### src/rtl/spi_eng_pkg.sv
package spi_eng_pkg;
  typedef enum logic [2:0] {
    ST_IDLE  = 3'd0,
    ST_SHIFT = 3'd1,
    ST_HOLD  = 3'd2,
    ST_DESEL = 3'd3,
    ST_TRAIL = 3'd4
  } eng_state_t;
endpackage

### src/rtl/spi_eng_clkgen.sv
module spi_eng_clkgen #(
  parameter int DIV_W = 16
) (
  input  logic             clk,
  input  logic             rst_n,
  input  logic             run,
  input  logic [DIV_W-1:0] divisor,
  output logic             tick
);
  logic [DIV_W-1:0] cnt;
  logic [DIV_W-1:0] n_eff;

  // A zero divisor is clamped to one half-period of one clock.
  assign n_eff = (divisor == '0) ? DIV_W'(1) : divisor;
  assign tick  = run && (cnt == n_eff - DIV_W'(1));

  always_ff @(posedge clk or negedge rst_n) begin
    if (!rst_n) begin
      cnt <= '0;
    end else if (!run || tick) begin
      cnt <= '0;
    end else begin
      cnt <= cnt + DIV_W'(1);
    end
  end

  // with a half-period above one clock, ticks never come back to back
  a_r1_tick_spacing: assert property (@(posedge clk) disable iff (!rst_n || !run)
    (tick && n_eff > DIV_W'(1)) |=> !tick);
endmodule

### src/rtl/spi_eng_shifter.sv
module spi_eng_shifter #(
  parameter int DATA_W = 8,
  parameter int CNT_W  = 3
) (
  input  logic              clk,
  input  logic              rst_n,
  input  logic              load,
  input  logic [DATA_W-1:0] tx_word,
  input  logic              lsb_first,
  input  logic [CNT_W-1:0]  bit_ctl,
  input  logic              shift_en,
  input  logic              sample_en,
  input  logic              sample_bit,
  input  logic              capture,
  input  logic              op_rd,
  output logic              out_bit,
  output logic [DATA_W-1:0] rx_word
);
  localparam logic [CNT_W-1:0] TOP_IDX = CNT_W'(DATA_W - 1);

  logic [DATA_W-1:0] tx_sr;
  logic [DATA_W-1:0] rx_sr;
  logic [DATA_W-1:0] rx_next;
  logic [DATA_W-1:0] word_mask;

  assign word_mask = {DATA_W{1'b1}} >> (TOP_IDX - bit_ctl);
  assign out_bit   = lsb_first ? tx_sr[0] : tx_sr[bit_ctl];

  always_comb begin
    rx_next = rx_sr;
    if (sample_en) begin
      if (lsb_first) begin
        rx_next          = rx_sr >> 1;
        rx_next[bit_ctl] = sample_bit;
      end else begin
        rx_next = {rx_sr[DATA_W-2:0], sample_bit};
      end
    end
  end

  always_ff @(posedge clk or negedge rst_n) begin
    if (!rst_n) begin
      tx_sr   <= '0;
      rx_sr   <= '0;
      rx_word <= '0;
    end else if (load) begin
      tx_sr <= tx_word;
      rx_sr <= '0;
    end else begin
      if (shift_en) begin
        tx_sr <= lsb_first ? (tx_sr >> 1) : (tx_sr << 1);
      end
      rx_sr <= rx_next;
      if (capture && op_rd) begin
        rx_word <= rx_next & word_mask;
      end
    end
  end

  // the received word only moves at the end of a read word
  a_r7_rx_hold: assert property (@(posedge clk) disable iff (!rst_n)
    !(capture && op_rd) |=> $stable(rx_word));

  // shifting and sampling never fall on the same edge
  a_r3_edge_split: assert property (@(posedge clk) disable iff (!rst_n)
    shift_en |-> !sample_en);
endmodule

### src/rtl/spi_eng_ctrl.sv
module spi_eng_ctrl
  import spi_eng_pkg::*;
#(
  parameter int CNT_W   = 3,
  parameter int TRAIL_W = 3,
  parameter int EW      = 5
) (
  input  logic               clk,
  input  logic               rst_n,
  input  logic               cmd_start,
  input  logic               cmd_stop,
  input  logic               cmd_read,
  input  logic               cmd_write,
  input  logic               cpha,
  input  logic [CNT_W-1:0]   bit_ctl,
  input  logic               trail_en,
  input  logic [TRAIL_W-1:0] trail_cnt,
  input  logic               tick,
  output logic               run,
  output logic               load,
  output logic               shift_en,
  output logic               sample_en,
  output logic               capture,
  output logic               sck_ph,
  output logic               cs_active,
  output logic               op_rd,
  output logic               op_wr,
  output logic               rd_done,
  output logic               wr_done,
  output logic               xfer_done
);
  eng_state_t     state;
  logic [EW-1:0]  edge_cnt;
  logic [EW-1:0]  last_edge;
  logic [EW-1:0]  trail_last;
  logic           hold_seen;
  logic           launch;
  logic           in_shift;
  logic           samp_edge;

  // Word of W bits spans 2W edges; the last index is 2W-1.
  assign last_edge  = {{(EW-CNT_W-1){1'b0}}, bit_ctl, 1'b1};
  assign trail_last = {{(EW-TRAIL_W-1){1'b0}}, trail_cnt, 1'b0} - EW'(1);

  assign launch    = (state == ST_IDLE) && cmd_start && (cmd_read || cmd_write);
  assign load      = launch;
  assign run       = (state == ST_SHIFT) || (state == ST_DESEL) || (state == ST_TRAIL);
  // Leading edge when the phase bit is still at its idle value.
  assign samp_edge = (!sck_ph) ^ cpha;
  assign in_shift  = (state == ST_SHIFT) && tick;
  assign sample_en = in_shift && samp_edge;
  assign shift_en  = in_shift && !samp_edge && (edge_cnt != '0) && (edge_cnt != last_edge);
  assign capture   = in_shift && (edge_cnt == last_edge);

  always_ff @(posedge clk or negedge rst_n) begin
    if (!rst_n) begin
      state     <= ST_IDLE;
      edge_cnt  <= '0;
      sck_ph    <= 1'b0;
      cs_active <= 1'b0;
      op_rd     <= 1'b0;
      op_wr     <= 1'b0;
      rd_done   <= 1'b0;
      wr_done   <= 1'b0;
      hold_seen <= 1'b0;
      xfer_done <= 1'b0;
    end else begin
      xfer_done <= 1'b0;
      unique case (state)
        ST_IDLE: begin
          if (launch) begin
            state     <= ST_SHIFT;
            cs_active <= 1'b1;
            op_rd     <= cmd_read;
            op_wr     <= cmd_write;
            edge_cnt  <= '0;
            sck_ph    <= 1'b0;
          end else if (cmd_stop && cs_active) begin
            state     <= ST_DESEL;
            cs_active <= 1'b0;
          end
        end
        ST_SHIFT: begin
          if (tick) begin
            sck_ph   <= ~sck_ph;
            edge_cnt <= edge_cnt + EW'(1);
            if (edge_cnt == last_edge) begin
              state     <= ST_HOLD;
              rd_done   <= op_rd;
              wr_done   <= op_wr;
              hold_seen <= 1'b0;
            end
          end
        end
        ST_HOLD: begin
          hold_seen <= 1'b1;
          if (hold_seen && !cmd_start) begin
            state   <= ST_IDLE;
            rd_done <= 1'b0;
            wr_done <= 1'b0;
          end
        end
        ST_DESEL: begin
          if (tick) begin
            if (trail_en && trail_cnt != '0) begin
              state    <= ST_TRAIL;
              edge_cnt <= '0;
              sck_ph   <= 1'b0;
            end else begin
              state     <= ST_IDLE;
              xfer_done <= 1'b1;
            end
          end
        end
        ST_TRAIL: begin
          if (tick) begin
            sck_ph   <= ~sck_ph;
            edge_cnt <= edge_cnt + EW'(1);
            if (edge_cnt == trail_last) begin
              state     <= ST_IDLE;
              xfer_done <= 1'b1;
            end
          end
        end
        default: state <= ST_IDLE;
      endcase
    end
  end

  // each done indication lasts at least two cycles
  a_r8_rd_done_width: assert property (@(posedge clk) disable iff (!rst_n)
    $rose(rd_done) |=> rd_done);
  a_r8_wr_done_width: assert property (@(posedge clk) disable iff (!rst_n)
    $rose(wr_done) |=> wr_done);
  // the completion strobe is a single cycle
  a_r9_done_pulse: assert property (@(posedge clk) disable iff (!rst_n)
    xfer_done |=> !xfer_done);
  // shifting happens only with the slaves selected
  a_r6_cs_during_word: assert property (@(posedge clk) disable iff (!rst_n)
    (state == ST_SHIFT) |-> cs_active);
  // SCK sits at its idle phase between words and during deselect wait
  a_r2_idle_phase: assert property (@(posedge clk) disable iff (!rst_n)
    (state == ST_IDLE || state == ST_HOLD || state == ST_DESEL) |-> !sck_ph);
  // no launch while a done phase is still open
  a_r12_hold_blocks: assert property (@(posedge clk) disable iff (!rst_n)
    (state == ST_HOLD && cmd_start) |=> !(state == ST_SHIFT));
endmodule

### src/rtl/spi_word_engine.sv
module spi_word_engine #(
  parameter int DATA_W  = 8,
  parameter int SEL_W   = 8,
  parameter int DIV_W   = 16,
  parameter int TRAIL_W = 3,
  localparam int CNT_W  = $clog2(DATA_W)
) (
  input  logic               clk,
  input  logic               rst_n,
  input  logic [DIV_W-1:0]   divisor_i,
  input  logic               cpol_i,
  input  logic               cpha_i,
  input  logic               lsb_first_i,
  input  logic               bidir_mode_i,
  input  logic               bidir_drive_i,
  input  logic [SEL_W-1:0]   sel_pattern_i,
  input  logic [CNT_W-1:0]   bit_ctl_i,
  input  logic               trail_en_i,
  input  logic [TRAIL_W-1:0] trail_cnt_i,
  input  logic               start_i,
  input  logic               stop_i,
  input  logic               read_i,
  input  logic               write_i,
  input  logic [DATA_W-1:0]  tx_byte_i,
  input  logic               miso_i,
  input  logic               mosi_i,
  output logic               sck_o,
  output logic               mosi_o,
  output logic               mosi_oe_o,
  output logic [SEL_W-1:0]   ss_n_o,
  output logic [DATA_W-1:0]  rx_byte_o,
  output logic               rd_done_o,
  output logic               wr_done_o,
  output logic               xfer_done_o
);
  localparam int EW = ((CNT_W > TRAIL_W) ? CNT_W : TRAIL_W) + 2;

  logic tick, run, load, shift_en, sample_en, capture;
  logic sck_ph, cs_active, op_rd, op_wr, out_bit, sample_bit;

  assign sample_bit = bidir_mode_i ? mosi_i : miso_i;

  spi_eng_clkgen #(.DIV_W(DIV_W)) u_clkgen (
    .clk     (clk),
    .rst_n   (rst_n),
    .run     (run),
    .divisor (divisor_i),
    .tick    (tick)
  );

  spi_eng_ctrl #(.CNT_W(CNT_W), .TRAIL_W(TRAIL_W), .EW(EW)) u_ctrl (
    .clk       (clk),
    .rst_n     (rst_n),
    .cmd_start (start_i),
    .cmd_stop  (stop_i),
    .cmd_read  (read_i),
    .cmd_write (write_i),
    .cpha      (cpha_i),
    .bit_ctl   (bit_ctl_i),
    .trail_en  (trail_en_i),
    .trail_cnt (trail_cnt_i),
    .tick      (tick),
    .run       (run),
    .load      (load),
    .shift_en  (shift_en),
    .sample_en (sample_en),
    .capture   (capture),
    .sck_ph    (sck_ph),
    .cs_active (cs_active),
    .op_rd     (op_rd),
    .op_wr     (op_wr),
    .rd_done   (rd_done_o),
    .wr_done   (wr_done_o),
    .xfer_done (xfer_done_o)
  );

  spi_eng_shifter #(.DATA_W(DATA_W), .CNT_W(CNT_W)) u_shifter (
    .clk        (clk),
    .rst_n      (rst_n),
    .load       (load),
    .tx_word    (tx_byte_i),
    .lsb_first  (lsb_first_i),
    .bit_ctl    (bit_ctl_i),
    .shift_en   (shift_en),
    .sample_en  (sample_en),
    .sample_bit (sample_bit),
    .capture    (capture),
    .op_rd      (op_rd),
    .out_bit    (out_bit),
    .rx_word    (rx_byte_o)
  );

  assign sck_o     = cpol_i ^ sck_ph;
  assign mosi_o    = op_wr & out_bit;
  assign mosi_oe_o = bidir_mode_i ? bidir_drive_i : 1'b1;
  assign ss_n_o    = cs_active ? ~sel_pattern_i : {SEL_W{1'b1}};

  // the completion strobe comes only with all slaves released
  a_r6_released_at_done: assert property (@(posedge clk) disable iff (!rst_n)
    xfer_done_o |-> (ss_n_o == {SEL_W{1'b1}}));
  // a word without write keeps the data line low while it shifts
  a_r7_quiet_line: assert property (@(posedge clk) disable iff (!rst_n)
    (run && !op_wr && cs_active) |-> !mosi_o);
endmodule

### config.mk
export PLATFORM = sky130hd
export DESIGN_NAME = spi_word_engine
export DESIGN_NICKNAME = d
export VERILOG_FILES = /design/src/rtl/spi_eng_pkg.sv /design/src/rtl/spi_eng_clkgen.sv /design/src/rtl/spi_eng_shifter.sv /design/src/rtl/spi_eng_ctrl.sv /design/src/rtl/spi_word_engine.sv
export SDC_FILE = /design/constraint.sdc
export NUM_CORES = 1
export LEC_CHECK = 0
export CAP_MARGIN = 10
export CORE_MARGIN = 10
export CORE_UTILIZATION = 53
export DETAILED_ROUTE_END_ITERATION = 8
export GPL_TIMING_DRIVEN = 0
export PLACE_DENSITY = 0.81
export SLEW_MARGIN = 20
export SYNTH_ARGS = -nofsm -noshare
export SYNTH_HDL_FRONTEND = slang
export SYNTH_SLANG_ARGS = --single-unit
### constraint.sdc
create_clock -name clk -period 3.5 [get_ports clk]
set_clock_uncertainty 0.05 [all_clocks]
set_input_delay 0.7 -clock clk [delete_from_list [all_inputs] [get_ports clk]]
set_output_delay 0.7 -clock clk [all_outputs]
set_load 0.02 [all_outputs]
# Word-level counts from Yosys, hierarchy flattened
# Index checks and enable logic that the tools add are counted.
dict set report classes {
  n_lt_le_gt_ge 2
  eq_ne 18
  n_bitwise 7
  multipliers 0
  n_addsub 5
  reduce_logical 38
  n_div 0
  shift 1
  muxes 54
}
# cell count
set ops {}
lappend ops {{$mux W8} 7}
lappend ops {{$mux W16} 2}
lappend ops {{$mux W3} 9}
lappend ops {{$mux W1} 22}
lappend ops {{$mux W5} 4}
lappend ops {{$add A16 B1 Y16 const B} 1}
lappend ops {{$eq A16 B16 Y1} 1}
lappend ops {{$logic_not A16 Y1} 1}
lappend ops {{$sub A16 B1 Y16 const B} 1}
lappend ops {{$pmux W3 S5} 1}
lappend ops {{$pmux W5 S3} 1}
lappend ops {{$logic_and A1 B1 Y1} 14}
lappend ops {{$ne A2 B2 Y1 const B} 7}
lappend ops {{$and A8 B8 Y8} 1}
lappend ops {{$bwmux W8} 1}
lappend ops {{$not A8 Y8} 1}
lappend ops {{$pmux W1 S2} 4}
lappend ops {{$shr A8 B3 Y8 const A} 1}
lappend ops {{$reduce_and A7 Y1} 1}
lappend ops {{$eq A3 B2 Y1 const B} 2}
lappend ops {{$reduce_and A2 Y1} 3}
lappend ops {{$reduce_bool A2 Y1} 3}
lappend ops {{$reduce_bool A3 Y1} 2}
lappend ops {{$add A5 B1 Y5 const B} 1}
lappend ops {{25 further kinds} 34}
dict set report totals {
  reg_bits 56
  latchBits 0
  mem_bits_ro 0
  mem_count 0
  ramBits 0
  in_bits 52
}

# Depth between registers and ports, before layout
dict set report logic_depth {
  depth_word 11
  depth_mapped 14
  mapped_depth_nobuf 11
}

# Hierarchy
# From an unflattened synthesis, not the netlist that was laid out.
dict set report hier_totals {
  cells_unflattened 430
  hier_area_um2 3998.8
}
# mod cells_per_inst n_inst seq_area_each_um2 area_per_inst_um2
set by_module_without_submodules {}
lappend by_module_without_submodules {spi_eng_shifter 152 1 600.6 1436.4}
lappend by_module_without_submodules {spi_eng_clkgen 158 1 400.4 1402.6}
lappend by_module_without_submodules {spi_eng_ctrl 107 1 400.4 1088.5}
lappend by_module_without_submodules {spi_word_engine 13 1 0.0 71.3}

# Worst setup path after synthesis
# Ideal clock, no wire load.
dict set report synth_timing {
  path_kind {input to register}
  startpoint {input port divisor_i[4]}
  endpoint {register u_shifter.tx_sr[0]}
  slack_ps -441
  cell_stages 13
  t_required_ps 3325
  setup_ps 125
  arrival_time_ps 3766
  n_path_buf 3
  cell_sequence {buf_2 > nor4_1 > clkbuf_1 > a41oi_1 > ha_1 > nor3b_1 > or4_1 > o21ai_0 > nand4_1 > nor3_2 > a31o_2 > buf_2 > mux2_2}
}
dict set report synth_between {
  elab_chain_cells 10
}
# item line
set synth_lines {}
lappend synth_lines {{start: declaration} spi_word_engine.sv:10} ;# input logic [DIV_W-1:0] divisor_i,
lappend synth_lines {{$logic_not A16 Y1} spi_eng_clkgen.sv:14} ;# assign n_eff = (divisor == '0) ? DIV_W'(1) : divisor;
lappend synth_lines {{$mux W16 *} spi_eng_clkgen.sv:14}
lappend synth_lines {{$sub A16 B1 Y16 *} spi_eng_clkgen.sv:15} ;# assign tick = run && (cnt == n_eff - DIV_W'(1));
lappend synth_lines {{$eq A16 B16 Y1 *} spi_eng_clkgen.sv:15}
lappend synth_lines {{$logic_and A1 B1 Y1 *} spi_eng_clkgen.sv:15}
lappend synth_lines {{$logic_and A1 B1 Y1 *} spi_eng_ctrl.sv:50} ;# assign in_shift = (state == ST_SHIFT) && tick;
lappend synth_lines {{$logic_and A1 B1 Y1 * (3 in a row)} spi_eng_ctrl.sv:52} ;# assign shift_en = in_shift && !samp_edge && (edge_cnt != '0) && (edge_cnt != last_edge);
lappend synth_lines {{$reduce_bool A2 Y1 (no line) *} --}
lappend synth_lines {{end signal: assignment} spi_eng_shifter.sv:47} ;# tx_sr <= tx_word;
lappend synth_lines {{end signal: assignment} spi_eng_shifter.sv:51} ;# tx_sr <= lsb_first ? (tx_sr >> 1) : (tx_sr << 1);
lappend synth_lines {{end: declaration} spi_eng_shifter.sv:21} ;# logic [DATA_W-1:0] tx_sr;
# Every way passes the cells marked *; elsewhere a longest branch is shown, timed or not.
# A chain may end at the register's enable or synchronous reset.

# Worst setup path in the final report
dict set report layout_timing {
  startpoint {input port divisor_i[6]}
  endpoint {register u_shifter.rx_word[7]}
}
dict set report layout_between {
  elab_chain_cells 9
}
# item line
set layout_lines {}
lappend layout_lines {{$logic_not A16 Y1} spi_eng_clkgen.sv:14}
lappend layout_lines {{$mux W16 *} spi_eng_clkgen.sv:14}
lappend layout_lines {{$sub A16 B1 Y16 *} spi_eng_clkgen.sv:15}
lappend layout_lines {{$eq A16 B16 Y1 *} spi_eng_clkgen.sv:15}
lappend layout_lines {{$logic_and A1 B1 Y1 *} spi_eng_clkgen.sv:15}
lappend layout_lines {{$logic_and A1 B1 Y1 *} spi_eng_ctrl.sv:50}
lappend layout_lines {{$logic_and A1 B1 Y1, on equally long branches} {spi_eng_ctrl.sv:51, spi_eng_ctrl.sv:53}}
lappend layout_lines {{$mux W8 or $logic_and A1 B1 Y1 (tied branches)} {spi_eng_shifter.sv:31, spi_eng_shifter.sv:54}}
lappend layout_lines {{$and A8 B8 Y8 or $reduce_and A2 Y1 (tied branches)} --}
lappend layout_lines {{end signal: assignment} spi_eng_shifter.sv:55} ;# rx_word <= rx_next & word_mask;
lappend layout_lines {{end: declaration} spi_eng_shifter.sv:17} ;# output logic [DATA_W-1:0] rx_word
# Marked as above.

==> summary.md <==
| Metric | Value |
|---|---|
| Initial DRC Count | 304 |
| Main synth FF type | dfrtp_1 |
| Unique cell type count in the Yosys netlist | 56 |
| Clock power share | 0.191 |
| Longest Clk Path Bufs | 2 |
| Largest net degree at the start of global routing | 57 |
| Hold Path Class | in -> async |
| Int Power | 1.22 mW |
| R2r endpoint | u_shifter.tx_sr[4] |
| Cells on worst reg2reg path | 8 |
| Hold Violations, Final | 0 |
| Sw frac | 0.373 |
| EDFF count, synth | 0 |
| Seq pwr share | 0.438 |
| Initial antenna violation count | 0 |
| Wirelength, routed | 11700 um |
| Critical-path top delay cell | or4_1 |
| Outcome | finished, violations left |
| Switch Pwr | 0.722 mW |
| Die width | 106 um |
| Synthesized net count | 509 |
| Pwr Total | 1.94 mW |
| Period utilisation layout | 1.01 |
| Synth top area share | 0.354 |
| Post-DP Area | 0.00483 mm2 |
| Relative slew slack | 0.309 |
| Crit path cell chain | buf_8, nor4_4, clkbuf_8, a41oi_2, ha_2, or3b_4, or4_1, nand4_1, buf_4, a311oi_2, and4b_1, buf_8, mux2i_4, nor4b_2, a21o_1 |
| Final-report max-slew violation count | 0 |
| CP peak stage delay | 520 ps |
| Fin util | 0.723 |
| PortBufs | 69 |
| GRT overflow | 0 |
| Worst vdd ir | 259 uV |
| Synth Cell Area | 0.00396 mm2 |
| Num rows | 31 |
| Count of final setup violators | 1 |
| Worst Tran Pin Value | 1030 ps |
| Share of cells above drive strength 1 | 0.198 |
| Yosys top cell by area | dfrtp_1 |
| Non-Filler Instances | 649 |
| Synth area leaders | dfrtp_1 35%, mux2_2 6.0%, xor2_1 5.3% |
| Placed Instances | 619 |
| Post-synthesis sequential element count | 56 |
| Clock sink total | 56 |
| Nets | 607 |
| Worst-path maximum fanout | 8 |
| Worst Path Required | 3710 ps |
| Routability cong. | 0.952 |
| Asr flop ratio synth | 1.00 |
| WP data arrival | 3760 ps |
| Crit start category | input pin |
| Post-Place Setup Slack | -1120 ps |
| Cells after synthesis | 451 |
| Die ar. | 0.0113 mm2 |
| Post-synthesis compound-gate area fraction | 0.119 |
| Post-route DRC | 0 |
| Setup CP Type | in -> reg |
| Max-cap violations | 0 |
| Syn. warnings | 0 |
| Xor/xnor share of the synthesized area | 0.0997 |
| CTS buffer count | 5 |
| Post-synthesis sequential area ratio | 0.354 |
| Worst r2r src | u_ctrl.state[0] |
| Detailed Place HPWL | 7950 um |
| R2R setup slack | 570 ps |
| Area grow syn2layout | 32.6% |
| Initial Utilization | 0.545 |
| Vias per cell | 6.09 |
| WHS | 359 ps |
| Cell leakage power | 2.31 nW |
| RSZ-0062 raised after global routing | yes |
| Minimum clock period | 3550 ps |
| Clock-pin slew on the worst setup and hold paths | 100 ps |
| Die H | 106 um |
| Root buffer cell | clkbuf_8 |
| Routed wire per std cell | 18.0 um |
| Vias in the first global route | 3852 |
| Antenna viol nets, final | 0 |
| Post-Synth Adder-Cell Area | 0.0190 |
| CP endpoint kind | flip-flop |
| TritonCTS clock tree | built |
| Commonest cells after routing, fill and taps aside | 56 x dfrtp_1, 53 x clkdlybuf4s50_1, 44 x nand2_1 |
| Post-synthesis simple-gate area fraction | 0.253 |
| Core Box Area | 0.00725 mm2 |
| Post-route cell area | 0.00525 mm2 |
| Total Neg Setup Slack | -50.1 ps |
| Via Count | 3952 |
| Ant diodes | 0 |
| Mean Syn Cell Area | 8.77 um2 |
| Most common cell after layout, fill and taps aside | dfrtp_1 |
| CP dominant cell by count | buf_8 |
| Main combinational cell family by area after synthesis | simple AND/OR/NAND/NOR gates |
| # fillers | 533 |
| Clock Latency Late Sink | 320 ps |
| Comb power frac | 0.371 |
| Top Ports | 74 |
| Final worst-path setup slack | -50.1 ps |
| Total iterations of the first detailed-routing run | 5 |
| F_max | 0.282 GHz |
| Mux cell area share after synthesis | 0.110 |
| First-pass GRT wire length | 18900 um |
| Failing checks | setup timing |
| Pwr per Cell Area | 369 mW/mm2 |
| GRT Total Usage | 0.197 |
| H-Tree Depth | 2 |
## power by group through the flow
stage | logic [mW] | clock network, mW | registers, mW
floorplan | 0.448 | 0 | 0.828
global placement | 0.639 | 0 | 0.852
detailed placement | 0.667 | 0 | 0.859
CTS | 0.674 | 0.373 | 0.847
global route | 0.791 | 0.403 | 0.865
finish | 0.718 | 0.371 | 0.849
## repair_timing
action / CTS / global route
endpoints found under the setup margin: 54 / 39
pin swaps: 9 / 15
buffers inserted: 13 / 10
gates resized for setup: 57 / 45
cloned: 1 / 0
hold buffers: 0 / 0
## worst max path at each step
stage	to	slack, ps	depth (start not counted)	startpoint
finish	u_shifter.rx_word[7]	-50	15	divisor_i[6]
global route	u_shifter.rx_word[7]	-80	15	divisor_i[6]
CTS	u_shifter.rx_word[5]	9	13	divisor_i[12]
detailed placement	u_clkgen.cnt[6]	-1120	14	divisor_i[5]
global placement	u_shifter.rx_word[4]	-1050	13	divisor_i[7]
floorplan	u_shifter.rx_word[6]	8	14	divisor_i[4]
## area by class of cell
cell class	count	area (um2)	share of cell area
multi-input cells	352	2580	0.492
flip-flops and latches	56	1400	0.267
repair buffers	93	840	0.160
plain buffers	24	151	0.0289
well taps	99	124	0.0236
clock buffers	6	72.6	0.0138
inverters	17	63.8	0.0122
clock inverters	2	13.8	0.00262
## Yosys cell counts (3+ instances only)
library cell	n
a21o_1	9
a21oi_1	13
a31oi_1	4
and3_1	8
and4_1	3
buf_1	3
buf_2	4
clkbuf_1	17
dfrtp_1	56
ha_1	6
inv_1	17
mux2_2	21
mux2i_1	20
nand2_1	45
nand2b_1	7
nand3_1	22
nand3b_1	4
nand4_1	8
nor2_1	40
nor3_1	13
nor3b_1	6
nor4_1	13
o211ai_1	3
o21a_1	3
o21ai_0	17
o311ai_0	3
o31ai_1	3
or4_1	5
xnor2_1	21
xor2_1	24
## worst max-delay path: cells and delay by family
family	cells	cell delay (ps)
AOI/OAI and AO/OA	3	380
adders and majority gates	1	230
buffers and inverters	4	520
muxes	1	200
and+or+nand+nor	6	1740
## metal layers
layer	GRT usage	share of wire
met3	0.0386	0.072
met4	0.0580	0.024
met1	0.251	0.43
met2	0.331	0.48
met5	0	0
## cell families (layout without fill, tap and decap cells)
| group | after synthesis | after routing |
|---|---|---|
| buffers and inverters | 43 | 142 |
| AND/OR/NAND/NOR | 190 | 190 |
| XOR/XNOR | 45 | 45 |
| AO/OA/AOI/OAI | 70 | 70 |
| flip-flops | 56 | 56 |
| adder cells (fa/ha/maj) | 6 | 6 |
| multiplexers | 41 | 41 |
## state kept, by name (all words and copies together), names as in the netlist
name,count
u_clkgen.cnt,16
u_ctrl.cs_active,1
u_shifter.rx_sr,8
u_ctrl.op_wr,1
u_ctrl.op_rd,1
u_ctrl.edge_cnt,5
u_shifter.rx_word,8
u_ctrl.wr_done,1
u_shifter.tx_sr,8
u_ctrl.hold_seen,1
u_ctrl.state,3
u_ctrl.sck_ph,1
u_ctrl.rd_done,1
u_ctrl.xfer_done,1
No activity file was read; power rests on OpenSTA's default activity.
